==> src/rtl/bp_pkg.sv <==
package bp_pkg;

    localparam int MAX_CTR_W = 8;

    typedef logic [MAX_CTR_W-1:0] wide_ctr_t;

    typedef enum logic {
        DIR_NOT_TAKEN = 1'b0,
        DIR_TAKEN     = 1'b1
    } dir_e;

    // Saturating step of a counter whose ceiling is 'top'.
    function automatic wide_ctr_t sat_step(wide_ctr_t cur, wide_ctr_t top, dir_e dir);
        if (dir == DIR_TAKEN) begin
            return (cur == top) ? cur : cur + 1'b1;
        end
        return (cur == '0) ? cur : cur - 1'b1;
    endfunction

    // Largest value of a w-bit counter.
    function automatic wide_ctr_t ctr_ceiling(int unsigned w);
        return wide_ctr_t'((1 << w) - 1);
    endfunction

    // Value just below the taken threshold of a w-bit counter.
    function automatic wide_ctr_t weak_not_taken(int unsigned w);
        return wide_ctr_t'((1 << (w - 1)) - 1);
    endfunction

    // Upper half of the counter range means predict taken.
    function automatic logic upper_half(wide_ctr_t cur, int unsigned w);
        return cur >= wide_ctr_t'(1 << (w - 1));
    endfunction

endpackage

==> src/rtl/bp_ghist.sv <==
module bp_ghist
    import bp_pkg::*;
#(
    parameter int HIST_BITS = 2
) (
    input  logic                 clk,
    input  logic                 rst,
    input  logic                 shift_en,
    input  dir_e                 outcome,
    output logic [HIST_BITS-1:0] hist
);

    logic [HIST_BITS-1:0] hist_q;

    generate
        if (HIST_BITS == 1) begin : g_single
            always_ff @(posedge clk) begin
                if (rst) begin
                    hist_q <= '0;
                end else if (shift_en) begin
                    hist_q <= outcome;
                end
            end
        end else begin : g_multi
            always_ff @(posedge clk) begin
                if (rst) begin
                    hist_q <= '0;
                end else if (shift_en) begin
                    hist_q <= {hist_q[HIST_BITS-2:0], outcome};
                end
            end
        end
    endgenerate

    assign hist = hist_q;

endmodule

==> src/rtl/bp_ctr_table.sv <==
module bp_ctr_table
    import bp_pkg::*;
#(
    parameter int IDX_BITS = 6,
    parameter int CTR_BITS = 2
) (
    input  logic                clk,
    input  logic                rst,
    input  logic [IDX_BITS-1:0] rd_idx,
    output logic [CTR_BITS-1:0] rd_ctr,
    input  logic                wr_en,
    input  logic [IDX_BITS-1:0] wr_idx,
    input  dir_e                wr_dir
);

    localparam int ENTRIES = 1 << IDX_BITS;
    localparam wide_ctr_t TOP_W  = ctr_ceiling(CTR_BITS);
    localparam wide_ctr_t INIT_W = weak_not_taken(CTR_BITS);
    localparam logic [CTR_BITS-1:0] INIT = INIT_W[CTR_BITS-1:0];

    logic [CTR_BITS-1:0] cells [ENTRIES];
    logic [CTR_BITS-1:0] wr_cur;
    logic [CTR_BITS-1:0] wr_next;
    wide_ctr_t           wr_next_w;

    // One shared step circuit feeds whichever entry is written.
    always_comb begin
        wr_cur    = cells[wr_idx];
        wr_next_w = sat_step(wide_ctr_t'(wr_cur), TOP_W, wr_dir);
        wr_next   = wr_next_w[CTR_BITS-1:0];
    end

    generate
        for (genvar e = 0; e < ENTRIES; e++) begin : g_cell
            logic [CTR_BITS-1:0] cell_q;
            always_ff @(posedge clk) begin
                if (rst) begin
                    cell_q <= INIT;
                end else if (wr_en && (wr_idx == IDX_BITS'(e))) begin
                    cell_q <= wr_next;
                end
            end
            assign cells[e] = cell_q;
        end
    endgenerate

    assign rd_ctr = cells[rd_idx];

endmodule

==> src/rtl/gbp_predictor.sv <==
module gbp_predictor
    import bp_pkg::*;
#(
    parameter int PC_W      = 32,
    parameter int PC_LSB    = 2,
    parameter int ROW_BITS  = 4,
    parameter int HIST_BITS = 2,
    parameter int CTR_BITS  = 2
) (
    input  logic            clk,
    input  logic            rst,
    input  logic [PC_W-1:0] lkp_pc,
    output logic            lkp_taken,
    input  logic            upd_valid,
    input  logic [PC_W-1:0] upd_pc,
    input  logic            upd_taken
);

    localparam int IDX_BITS = ROW_BITS + HIST_BITS;
    localparam int ROW_MSB  = PC_LSB + ROW_BITS - 1;

    logic [HIST_BITS-1:0] ghist;
    logic [ROW_BITS-1:0]  lkp_row;
    logic [ROW_BITS-1:0]  upd_row;
    logic [IDX_BITS-1:0]  lkp_idx;
    logic [IDX_BITS-1:0]  upd_idx;
    logic [CTR_BITS-1:0]  lkp_ctr;
    dir_e                 upd_dir;
    logic                 unused_pc_bits;

    assign lkp_row = lkp_pc[ROW_MSB:PC_LSB];
    assign upd_row = upd_pc[ROW_MSB:PC_LSB];
    assign lkp_idx = {lkp_row, ghist};
    assign upd_idx = {upd_row, ghist};
    assign upd_dir = upd_taken ? DIR_TAKEN : DIR_NOT_TAKEN;
    assign unused_pc_bits = ^{lkp_pc, upd_pc};

    bp_ctr_table #(
        .IDX_BITS (IDX_BITS),
        .CTR_BITS (CTR_BITS)
    ) u_table (
        .clk    (clk),
        .rst    (rst),
        .rd_idx (lkp_idx),
        .rd_ctr (lkp_ctr),
        .wr_en  (upd_valid),
        .wr_idx (upd_idx),
        .wr_dir (upd_dir)
    );

    bp_ghist #(
        .HIST_BITS (HIST_BITS)
    ) u_hist (
        .clk      (clk),
        .rst      (rst),
        .shift_en (upd_valid),
        .outcome  (upd_dir),
        .hist     (ghist)
    );

    assign lkp_taken = upper_half(wide_ctr_t'(lkp_ctr), CTR_BITS);

endmodule

==> config.mk <==
export PLATFORM = sky130hd
export DESIGN_NAME = gbp_predictor
export DESIGN_NICKNAME = d
export VERILOG_FILES = /design/src/rtl/bp_pkg.sv /design/src/rtl/bp_ghist.sv /design/src/rtl/bp_ctr_table.sv /design/src/rtl/gbp_predictor.sv
export SDC_FILE = /design/constraint.sdc
export NUM_CORES = 1
export LEC_CHECK = 0
export BUFFER_PORTS_ARGS = -buffer_cell sky130_fd_sc_hd__buf_2
export CORE_MARGIN = 2
export CORE_UTILIZATION = 44
export CTS_CLUSTER_DIAMETER = 80
export DETAILED_ROUTE_END_ITERATION = 8
export PLACE_DENSITY_LB_ADDON = 0.1
export SYNTH_ARGS = -nofsm -noshare
export SYNTH_HDL_FRONTEND = slang
export SYNTH_SLANG_ARGS = --single-unit
export TNS_END_PERCENT = 20
==> constraint.sdc <==
create_clock -name clk -period 3.15 [get_ports clk]
set_input_delay 0.315 -clock clk [delete_from_list [all_inputs] [get_ports clk]]
set_output_delay 0.315 -clock clk [all_outputs]
set_load 0.005 [all_outputs]
==> Word level (Yosys, flattened, before mapping) <==
Index checks and enable logic that the tools add are counted.
{ "classes": {"mux": 12, "eq_ne": 64, "reduce_logical": 66, "addsub": 2, "n_lt_le_gt_ge": 3, "bitwise": 2} }
{ "op_table": {"columns": ["op", "n"], "rows": [
  ["6-bit == test (second input constant)", 32],
  ["6-bit by 5-bit == test with 1-bit output (second input constant)", 16],
  ["1-bit logical AND", 64],
  ["6-bit by 4-bit == test with 1-bit output (second input constant)", 8],
  ["2-bit binary-select mux with 6-bit select", 2],
  ["6-bit by 3-bit == test with 1-bit output (second input constant)", 4],
  ["2-bit 2-to-1 mux", 8],
  ["7-bit >= comparator (second input constant)", 2],
  ["6-bit inverter with 7-bit output", 2],
  ["6-bit by 2-bit == test with 1-bit output (second input constant)", 2],
  ["6-bit by 1-bit == test with 1-bit output (second input constant)", 1],
  ["6-bit zero test", 1],
  ["2-bit by 1-bit adder with 2-bit output (second input constant)", 1],
  ["2-bit == test (second input constant)", 1],
  ["2-bit >= comparator (second input constant)", 1],
  ["2-bit zero test", 1],
  ["1-bit 2-to-1 mux", 2],
  ["2-bit by 1-bit subtractor with 2-bit output (second input constant)", 1]
]} }
{ "word_totals": {"input_bits": 68, "ff_bits": 130} }

==> Longest topological paths before layout <==
{ "depth": {"word_depth": 8, "mapped_depth": 10, "mapped_depth_nobuf": 6} }

==> Modules after synthesis <==
Synthesis repeated with hierarchy kept, for this count alone.
{ "unflattened": {"hier_cells": 696, "hier_area_um2": 7810.0} }
{ "modules_own_cells": {"columns": ["mod", "seq_area_each_um2", "area_each_um2", "instances", "cells_per_inst"], "rows": [
  ["bp_ctr_table", 2562.5, 7738.7, 1, 689],
  ["bp_ghist", 40.0, 67.6, 1, 6],
  ["gbp_predictor", 0.0, 3.8, 1, 1]
]} }

==> Worst setup path after synthesis <==
Ideal clock, no wire load.
{ "synth_timing": {"path_type": "register to output", "startpoint": "register u_hist.hist_q[1] (netlist: u_hist.hist[1])", "endpoint": "output port lkp_taken", "path_buffers": 4, "arrival_ns": 2.542, "path_stages_with_launch": 8, "t_required_ns": 2.835, "setup_slack_ns": 0.293, "path_cell_list": "dfxtp_1 -> buf_6 -> buf_4 -> clkbuf_1 -> clkbuf_1 -> mux4_2 -> mux4_2 -> mux4_2"} }
{ "synth_between": {"elab_chain_cells": 5} }
{ "synth_lines": {"columns": ["element", "line_no", "source"], "rows": [
  ["from (decl)", "bp_ghist.sv:13", "logic [HIST_BITS-1:0] hist_q;"],
  ["from (signal assigned)", "bp_ghist.sv:29", "hist_q <= {hist_q[HIST_BITS-2:0], outcome};"],
  ["6-bit inverter with 7-bit output (not written as such)", "bp_ctr_table.sv:47", "assign rd_ctr = cells[rd_idx];"],
  ["2-bit binary-select mux with 6-bit select", "bp_ctr_table.sv:47", null],
  ["2-bit 2-to-1 mux (not written as such) (2 in series)", "bp_ctr_table.sv:47", null],
  ["2-bit >= comparator", "bp_pkg.sv:32", "return cur >= wide_ctr_t'(1 << (w - 1));"],
  ["to (decl)", "gbp_predictor.sv:13", "output logic lkp_taken,"]
]} }
No other way between the ends. The select of a mux whose other input is x is not followed.

==> Worst setup path in the final report <==
{ "layout_timing": {"startpoint": "register u_hist.hist_q[0] (netlist: u_hist.hist[0])", "endpoint": "output port lkp_taken"} }
The elaborated chain is that of the path after synthesis.

==> impl_metrics.toml <==
[run_status]
status = "completed"

[detailed_routing]
highest_layer = "met4"
met1_length_mm = 8.19
firstDrtPassIters = 5
via_per_inst = 6.38
ant_nets = 0
routed-wl-met3_um = 957
drt_iter0_markers = 495
wirelength_mm = 18.1
routedWlPerCell_um = 21.7
drcViolationCount = 0
dr_total_vias = 5318
wl_met2_mm = 8.48

[cts]
cts_tree = "yes"
htreeDepth = 4
path_clk_slew_ps = 60
clock_latency_ps = 430
postCtsHoldBufs = 0
clock_sinks = 130
clock_path_buffers = 2
cts_root_buf = "clkbuf_16"
cts_inserted_buffers = 17

[grt]
grt_max_degree = 67
overflow = 0
grt_pass1_vias = 5126
grt_antenna_before_repair = 0
grt.total_usage = 0.239
grt_pass1_wl_mm = 29.2

[power]
ir_drop_uv = 474
p_total_mw = 4.10
powerDensity_nw_per_um2 = 554
p_leak_nw = 2.38

[sta]
fin_crit_ps = 3040
hold_viol_final = 0
setup_viol = 0
worst_pin_slew_ps = 771
slew_violations = 0
clock_skew_ps = 10.4
slew-limit-headroom = 0.486
fin_crit_sh = 0.965
rsz0062_at_grt = "no"
fmax_ghz = 0.329
fin_setup_tns_ps = 0

[floorplanning]
ios = 69
die_h_um = 126
initial_core_util = 0.450
rows = 44
die-area_um2 = 15800
die_w_um = 126
coreArea_um2 = 14500

[worst_setup_path]
critPathSlowestCell = "mux4_2"
setup.worst_path.start = "u_hist.hist[0]"
cp.depth = 5
cp-start-kind = "register"
cp.arrival_ps = 2720
r2r_cells = 9
endpoint = "lkp_taken"
cp.buffers_inverters = 2
crit_chain = "buf_12 > mux4_2 > mux4_2 > mux4_2 > buf_2"
r2r-start = "u_hist.hist[0]"
cp_common_cell = "mux4_2"
max_stage_delay_ps = 540
cp_max_fo = 13
crit_required_ps = 2830
ff2ff_setup_slack_ps = 400
regToRegEndpoint = "u_table.g_cell[51].cell_q[0]"
crit_type = "reg -> out"
cp_top_family = "multiplexers"
end_kind = "primary output"

[placed_design]
gp_congestion = 0.849
dp_hpwl_mm = 11.9
portBuffers = 12

[synthesis]
synth.distinct_cells = 41
yosys_warnings = 0
ys.flop_type = "dfxtp_1"
synth_area_um2 = 6540
synth_cells = 644
ys_ff_latch = 130
syn-num-nets = 712
synth_edf_count = 0
syn_area_per_cell_um2 = 10.1
synthArstFlopShare = 0
ys_seq_area_frac = 0.398

[final_layout]
drive_gt1_frac = 0.223
areaGrowthSynthToFinish_pct = 13.2
nNetsFinal = 706
antenna_cells = 0

[worst_hold_path]
hold_class = "in -> reg"

[job]
maxCapViolCount = 0
-- placed cells by master (no fill, tap or decap), drive strengths merged, types with 22 or more instances in the layout --
cell type	netlist	layout
nor3	64	64
a31oi	64	64
dfxtp	130	130
o21ai	67	67
clkbuf	23	22
a21oi	65	65
buf	32	34
mux4	53	53
nor2	64	64
-- sequential cells by signal, indices dropped and copies added, names as in the netlist --
name / cells
u_table.g_cell.cell_q: 128
u_hist.hist: 2
-- power by group --
group	internal, mW	total (mW)	switching, mW
logic	0.132	0.362	0.230
registers	1.66	1.67	0.00985
clock network	1.34	2.07	0.728
total	3.13	4.10	0.968
-- area by class of cell --
class | count | area, µm²
inverter | 2 | 8.76
timing repair buffer | 35 | 383
clock buffer | 22 | 494
tap | 184 | 230
clock inverter | 9 | 128
fill | 1326 | 7140
multi-input combinational | 452 | 3540
sequential | 130 | 2610
-- cells in the mapped netlist (3+ instances only) --
library cell   instances  area, µm²
o22a_1                 3       26.3
a31oi_2               20        250
o21ai_1                3       15.0
nand3b_1               8       60.1
nor3_1                64        320
nor2b_1                4       25.0
mux4_1                10        263
o22ai_1               12       75.1
a31oi_1               44        275
buf_6                  7       78.8
o21ai_0               64        320
a21oi_1               65        325
buf_2                 11       55.1
or3b_2                 6       52.6
nor2_1                64        240
nand3_1                8       40.0
dlygate4sd1_1          5       43.8
dfxtp_1              130       2600
clkbuf_1              23       86.3
buf_4                 10       75.1
nand2_1               12       45.0
nor4_1                 6       37.5
mux4_2                41        923
-- through the flow --
stage                util  cells  hold WS (ps)  instance area [µm²]  setup WS [ps]
finish              0.509    834           173                 7400            111
detailed placement  0.463    800           515                 6720            347
global placement    0.463    800           503                 6720            345
CTS                 0.508    832           163                 7380           6.91
floorplan               -    644           462                 6540            293
global route        0.509    834           194                 7400           48.9
-- how the worst min path moves through the flow --
stage / startpoint / endpoint / cells after the start
detailed placement: u_table.g_cell[23].cell_q[0] / u_table.g_cell[23].cell_q[0] / 2
global route: upd_taken / u_hist.hist[0] / 3
floorplan: upd_taken / u_hist.hist[0] / 2
global placement: u_table.g_cell[20].cell_q[0] / u_table.g_cell[20].cell_q[0] / 2
finish: upd_taken / u_hist.hist[0] / 3
CTS: upd_taken / u_hist.hist[0] / 3
-- layer usage --
layer,vias up,GRT usage
li1,2495,-
met1,2609,0.322
met2,177,0.373
met3,37,0.0548
met4,0,0.0976
met5,-,0
-- cell families (layout without fill, tap and decap cells) --
kind of cell    count (synthesis)  in the layout  synth area share
compound gates                219            219             0.215
simple gates                  177            177             0.132
mux                            56             56             0.194
buf+inv                        62             68            0.0613
flops                         130            130             0.398
-- worst register-to-register path: cells and delay by family, from the launching register on --
family,cells,cell delay [ps]
compound gates,4,930
buf+inv,3,650
flops,1,400
mux,1,500
simple gates,1,110
-- repair_timing --
action	in CTS	in global routing
endpoints found under the hold margin	0	0
gates cloned	1	0
pin swaps	0	0
buffers inserted	0	2
resized for setup	1	0
endpoints found under the setup margin	1	1
No activity file was read; power rests on OpenSTA's default activity.
